[config.mk]
export PLATFORM = sky130hd
export DESIGN_NAME = frac_bitclk_div
export DESIGN_NICKNAME = d
export VERILOG_FILES = /design/src/rtl/fbd_pkg.sv /design/src/rtl/frac_bitclk_dpath.sv /design/src/rtl/frac_bitclk_ctrl.sv /design/src/rtl/frac_bitclk_div.sv
export SDC_FILE = /design/constraint.sdc
export NUM_CORES = 1
export LEC_CHECK = 0
export BUFFER_PORTS_ARGS = -buffer_cell sky130_fd_sc_hd__buf_4
export CORE_UTILIZATION = 38
export CTS_CLUSTER_SIZE = 25
export DETAILED_ROUTE_END_ITERATION = 12
export HOLD_SLACK_MARGIN = 0.1
export PLACE_DENSITY = 0.61
export SLEW_MARGIN = 20
export SYNTH_ARGS = -nofsm -noshare
export SYNTH_HDL_FRONTEND = slang
export SYNTH_SLANG_ARGS = --single-unit
[constraint.sdc]
create_clock -name clk -period 12.25 [get_ports clk]
set_input_delay 2.45 -clock clk [delete_from_list [all_inputs] [get_ports clk]]
set_output_delay 2.45 -clock clk [all_outputs]
set_load 0.05 [all_outputs]
[src/rtl/fbd_pkg.sv]
package fbd_pkg;
  // Strobes sent from the period control to the divisor datapath
  typedef struct packed {
    logic periodStart;  // first cycle of an output period
    logic takeNew;      // period start that adopts the pending word
    logic idle;         // divider disabled this cycle
  } divCtl_t;
endpackage

[src/rtl/frac_bitclk_dpath.sv]
module frac_bitclk_dpath
  import fbd_pkg::*;
#(
  parameter int A_W = 10,
  parameter int F_W = 8,
  parameter int MIN_A = 2
) (
  input  logic                 clk,
  input  logic                 rstN,
  input  logic                 loadDiv,
  input  logic [A_W-1:0]       divA,
  input  logic [F_W-1:0]       divB,
  input  logic [F_W-1:0]       divC,
  input  logic                 altMode,
  input  divCtl_t              ctl,
  output logic [A_W:0]         curLen
);
  localparam int NUM_W = F_W + 1;
  localparam int LEN_W = A_W + 1;

  logic [A_W-1:0] pendA, actA, selA, aEff;
  logic [F_W-1:0] pendB, actB, selB, pendC, actC, selC;
  logic           pendAlt, actAlt, selAlt;
  logic [NUM_W-1:0] num, numC, den, acc, accBase, sum;
  logic           stretch;

  always_ff @(posedge clk) begin
    if (!rstN) begin
      pendA <= '0; pendB <= '0; pendC <= '0; pendAlt <= 1'b0;
      actA  <= '0; actB  <= '0; actC  <= '0; actAlt  <= 1'b0;
    end else begin
      if (loadDiv) begin
        pendA <= divA; pendB <= divB; pendC <= divC; pendAlt <= altMode;
      end
      if (ctl.takeNew) begin
        actA <= pendA; actB <= pendB; actC <= pendC; actAlt <= pendAlt;
      end
    end
  end

  // The word in force for the period that starts this cycle
  always_comb begin
    selA   = ctl.takeNew ? pendA   : actA;
    selB   = ctl.takeNew ? pendB   : actB;
    selC   = ctl.takeNew ? pendC   : actC;
    selAlt = ctl.takeNew ? pendAlt : actAlt;
  end

  // Integer part, with a floor so both phases last at least one cycle
  assign aEff = (selA < A_W'(MIN_A)) ? A_W'(MIN_A) : selA;

  // Numerator (offset chosen by mode) and denominator of the fraction
  always_comb begin
    den = {1'b0, selC} + NUM_W'(1);
    if (selAlt) num = {1'b0, selB};
    else        num = {1'b0, selB} + NUM_W'(1);
    numC = (num > den) ? den : num;
  end

  // acc < den and numC <= den, so the sum stays below 2*den
  assign accBase = ctl.takeNew ? '0 : acc;
  assign sum     = accBase + numC;
  assign stretch = (sum >= den);
  assign curLen  = LEN_W'(aEff) + LEN_W'(stretch);

  always_ff @(posedge clk) begin
    if (!rstN)               acc <= '0;
    else if (ctl.idle)       acc <= '0;
    else if (ctl.periodStart) acc <= stretch ? (sum - den) : sum;
  end

  // Residue stays strictly below the denominator in force
  assert_acc_range_R2: assert property (@(posedge clk) disable iff (!rstN)
    !ctl.takeNew |-> (acc < den));

  // Disabled cycles leave the accumulator empty
  assert_acc_cleared_R9: assert property (@(posedge clk) disable iff (!rstN)
    ctl.idle |=> (acc == '0));
endmodule

[src/rtl/frac_bitclk_ctrl.sv]
module frac_bitclk_ctrl
  import fbd_pkg::*;
#(
  parameter int LEN_W = 11
) (
  input  logic             clk,
  input  logic             rstN,
  input  logic             enable,
  input  logic             loadDiv,
  input  logic [LEN_W-1:0] curLen,
  output divCtl_t          ctl,
  output logic             bitClk,
  output logic             bitStrobe
);
  logic [LEN_W-1:0] cnt, lenReg, half;
  logic             pendValid, atStart;

  assign atStart         = enable && (cnt == '0);
  assign ctl.periodStart = atStart;
  assign ctl.takeNew     = atStart && pendValid;
  assign ctl.idle        = !enable;

  always_ff @(posedge clk) begin
    if (!rstN) begin
      cnt       <= '0;
      lenReg    <= '0;
      pendValid <= 1'b0;
    end else begin
      if (loadDiv)          pendValid <= 1'b1;
      else if (ctl.takeNew) pendValid <= 1'b0;

      if (!enable) begin
        cnt <= '0;
      end else if (atStart) begin
        cnt    <= LEN_W'(1);
        lenReg <= curLen;
      end else if (cnt == lenReg - LEN_W'(1)) begin
        cnt <= '0;
      end else begin
        cnt <= cnt + LEN_W'(1);
      end
    end
  end

  assign half      = lenReg >> 1;
  assign bitStrobe = atStart;
  assign bitClk    = enable && (atStart || (cnt < half));

  // Period counter never runs past the latched length
  assert_cnt_bound_R2: assert property (@(posedge clk) disable iff (!rstN)
    (cnt != '0) |-> (cnt < lenReg));

  // Datapath never requests a period below the minimum
  assert_len_min_R5: assert property (@(posedge clk) disable iff (!rstN)
    ctl.periodStart |-> (curLen >= LEN_W'(2)));

  // A disabled cycle returns the counter to the start
  assert_idle_reset_R1: assert property (@(posedge clk) disable iff (!rstN)
    !enable |=> (cnt == '0));

  // Strobes are never back to back
  assert_strobe_single_R7: assert property (@(posedge clk) disable iff (!rstN)
    bitStrobe |=> !bitStrobe);

  // A pending word is consumed at the start it is applied to
  assert_pend_consumed_R8: assert property (@(posedge clk) disable iff (!rstN)
    (ctl.takeNew && !loadDiv) |=> !pendValid);
endmodule

[src/rtl/frac_bitclk_div.sv]
module frac_bitclk_div
  import fbd_pkg::*;
#(
  parameter int A_W = 10,
  parameter int F_W = 8
) (
  input  logic           clk,
  input  logic           rstN,
  input  logic           enable,
  input  logic           loadDiv,
  input  logic [A_W-1:0] divA,
  input  logic [F_W-1:0] divB,
  input  logic [F_W-1:0] divC,
  input  logic           altMode,
  output logic           bitClk,
  output logic           bitStrobe
);
  localparam int LEN_W = A_W + 1;

  divCtl_t          ctl;
  logic [LEN_W-1:0] curLen;

  frac_bitclk_ctrl #(.LEN_W(LEN_W)) ctrl_i (
    .clk(clk), .rstN(rstN), .enable(enable), .loadDiv(loadDiv),
    .curLen(curLen), .ctl(ctl), .bitClk(bitClk), .bitStrobe(bitStrobe)
  );

  frac_bitclk_dpath #(.A_W(A_W), .F_W(F_W)) dpath_i (
    .clk(clk), .rstN(rstN), .loadDiv(loadDiv), .divA(divA), .divB(divB),
    .divC(divC), .altMode(altMode), .ctl(ctl), .curLen(curLen)
  );
endmodule

==> flow_summary.yaml <==
outcome:
  status: "finished, final reports clean"
synthesis:
  postSynthCellCount: 689
  synthFlopType: "dfxtp_1"
  synthDistinctLibCells: 59
  synth_fp_nets: 764
  syn_area_mm2: 0.00590
  yosys_warnings: 0
  synthArstFlopShare_pct: 0
  ys_seq_area_share_pct: 29.2
  syn_avg_cell_area_um2: 8.56
  synth-edff-count: 0
  synth_seq_cells: 86
critical_path:
  path_class: "input port to register"
  crit_required_ps: 12530
  rr_endpoint: "ctrl_i.lenReg[10]"
  cp_common_cell: "ha_1"
  rrSetupSlack_ps: 3710
  rr_worst_depth: 36
  r2r_start: "ctrl_i.cnt[0]"
  critPathSlowestCell: "o21ai_1"
  arrival_ps: 10210
  critPathMaxStageDelay_ps: 780
  path_max_fanout: 35
  startpoint_type: "input port"
  end_kind: "register"
route:
  vias: 4762
  drtPass1Iterations: 5
  ant_nets: 0
  drc: 0
  wl_per_cell_um: 15.1
  drt_iter0_drc: 223
  vias_per_cell: 5.29
  routed_wl_um: 13600
sta:
  skew_ps: 7.40
  worst_pin_slew_ps: 991
  hold_violations: 0
  finalCritPeriodShare_pct: 81.1
  fin_ws_ps: 2310
  fin_crit_ps: 9940
  finalSetupViolCount: 0
  slew_headroom_pct: 33.5
  drv_slew: 0
  fin_setup_tns_ps: 0
  rsz0062_at_grt: "no"
  fmax_ghz: 0.101
power_and_ir_drop:
  p_leak_uw: 0.00277
  power_uw: 808
  vdd_ir_drop_max_mv: 0.0659
  power.density_mw_per_mm2: 124
clock_network:
  cts_resized: 0
  cts_buffers: 9
  clock-sinks: 86
  clk_path_buf_depth: 2
  cts_setup_buffers: 0
  insertion_delay_ps: 350
  cts_tree: "done"
  root_buffer: "clkbuf_16"
  path_clk_slew_ps: 60
  postCtsHoldBufs: 0
  htree_levels: 3
layout:
  drive_above_1_share_pct: 9.13
  num_antenna_cells: 0
  final_area_mm2: 0.00653
  areaGrowthSynthToFinish_pct: 10.7
  nets: 782
floorplan:
  coreArea_mm2: 0.0152
  die_area_mm2: 0.0160
  num_io_pins: 33
  die_y_um: 127
  die_w_um: 127
  initial_core_util_pct: 38.8
  num_rows: 45
placed_design:
  placedInstanceArea_mm2: 0.00624
  portBuffers: 32
  place_ws_ps: 2010
  gp_congestion: 0.856
  dp_hpwl_um: 10200
hold_path:
  hold_path_startpoint: "dpath_i.acc[0]"
  hp-class: "register to register"
  holdPathEnd: "dpath_i.acc[0]"
  hold_depth: 2
grt:
  grt_pass1_vias: 4639
  track_usage_pct: 17.9
  antenna_found_initial: 0
  grt_pass1_wl_um: 22700
  gr-total-overflow: 0
  grt_max_degree: 72
flow_run:
  cap_violations: 0
[how the worst max path moves through the flow]
| stage | from | to | slack (ps) | cells past startpoint |
|---|---|---|---|---|
| floorplan | enable | ctrl_i.lenReg[8] | 2810 | 39 |
| global placement | enable | ctrl_i.lenReg[8] | 2160 | 36 |
| detailed placement | enable | ctrl_i.lenReg[10] | 2010 | 35 |
| CTS | enable | ctrl_i.lenReg[10] | 2320 | 35 |
| global route | enable | ctrl_i.lenReg[10] | 1430 | 35 |
| finish | enable | ctrl_i.lenReg[10] | 2310 | 35 |
[placed cells by master (no fill, tap or decap), types with 3 or more instances in the layout]
cell and instances:
mux2i_1 53, o21ai_1 3, a21o_1 5, buf_4 35
xnor2_1 36, a21oi_1 28, a31oi_1 3, nor2_1 45
ha_1 42, xor2_1 21, inv_1 32, o31ai_1 3
o21bai_1 3, mux2i_4 6, nand3_1 32, and2_1 19
a211o_1 3, o211ai_1 4, a21boi_0 8, nand4_1 11
o21ai_0 28, nand2b_1 3, and4_1 4, o21a_1 5
clkbuf_16 9, nor2b_1 53, a211oi_1 5, nor4_1 3
and3_1 7, nand2_1 65, dfxtp_1 86, nor3_1 15
[synth_stat cells (all sizes together) (2+ instances only)]
cell type	n	area (um^2)
ha	42	526
nor3	15	75.1
nand2	65	244
o211a	2	20.0
o211ai	4	30.0
mux2i	59	666
a21oi	28	140
a211oi	5	37.5
o21ai	31	155
xor2	21	184
dfxtp	86	1720
o21bai	3	22.5
nor2b	53	332
and3	8	51.3
clkbuf	17	63.8
and4	4	35.0
buf	11	90.1
nand4	13	111
a31oi	3	18.8
a211o	3	26.3
o31ai	3	22.5
nor4	5	61.3
inv	33	124
nor2	45	169
nand2b	3	18.8
o21a	5	37.5
nand3	33	170
a21boi	8	60.1
or3	2	12.5
xnor2	36	315
and2	19	119
fa	2	40.0
o41ai	2	17.5
a21o	5	37.5
[kinds of logic (layout without fill, tap and decap cells)]
group	after synthesis	after routing	share of synthesized area [%]
fa+ha+maj	44	44	9.59
xor+xnor	57	57	8.46
simple gates	269	269	24.3
compound gates	112	112	12.2
buf+inv	61	84	4.71
mux	60	60	11.5
flops	86	86	29.2
[per-stage QoR]
step / utilization, % / hold WS (ps) / std cells
3_3_place_gp: 41.1 / 441 / 884
4_1_cts: 42.9 / 452 / 900
3_5_place_dp: 41.1 / 443 / 884
6_report: 42.9 / 451 / 900
5_1_grt: 42.9 / 491 / 900
2_1_floorplan: - / 427 / 689
[routing by layer]
layer / global-route usage [%] / part of all wire [%] / vias to the layer above
met2: 30.4 / 47 / 88
met1: 22.6 / 48 / 2226
met5: 0 / 0 / -
met4: 6.95 / 1.7 / 0
met3: 2.91 / 3.5 / 16
li1: - / - / 2432
[worst max-delay path, delay by kind of cell]
kind	cells	cell delay (ps)
AOI/OAI and AO/OA	11	2640
xor gates and xnor gates	2	330
adders and majority gates	6	1690
buffers and inverters	2	650
and+or+nand+nor	14	2430
[power by group]
group | internal (uW) | leakage (uW) | total [uW] | switching (uW)
Combinational | 109 | 0.00193 | 241 | 132
Sequential | 291 | 0.000701 | 304 | 12.7
Clock | 145 | 0.000137 | 263 | 118
[layout make-up]
cell class,count,area [um^2]
Inverter,33,124
Timing Repair Buffer,35,263
Fill cell,1514,8670
Tap cell,188,235
Clock buffer,11,243
Clock inverter,5,42.5
Multi-Input combinational cell,542,3900
Sequential cell,86,1720
[registers in the layout (all words and copies together) (netlist names)]
| register | flops |
|---|---|
| ctrl_i.cnt | 11 |
| ctrl_i.lenReg | 11 |
| dpath_i.actA | 10 |
| dpath_i.pendA | 10 |
| dpath_i.acc | 9 |
| dpath_i.actB | 8 |
| dpath_i.actC | 8 |
| dpath_i.pendB | 8 |
| dpath_i.pendC | 8 |
| ctrl_i.pendValid | 1 |
| dpath_i.actAlt | 1 |
| dpath_i.pendAlt | 1 |
(Power assumes the default switching activity.)
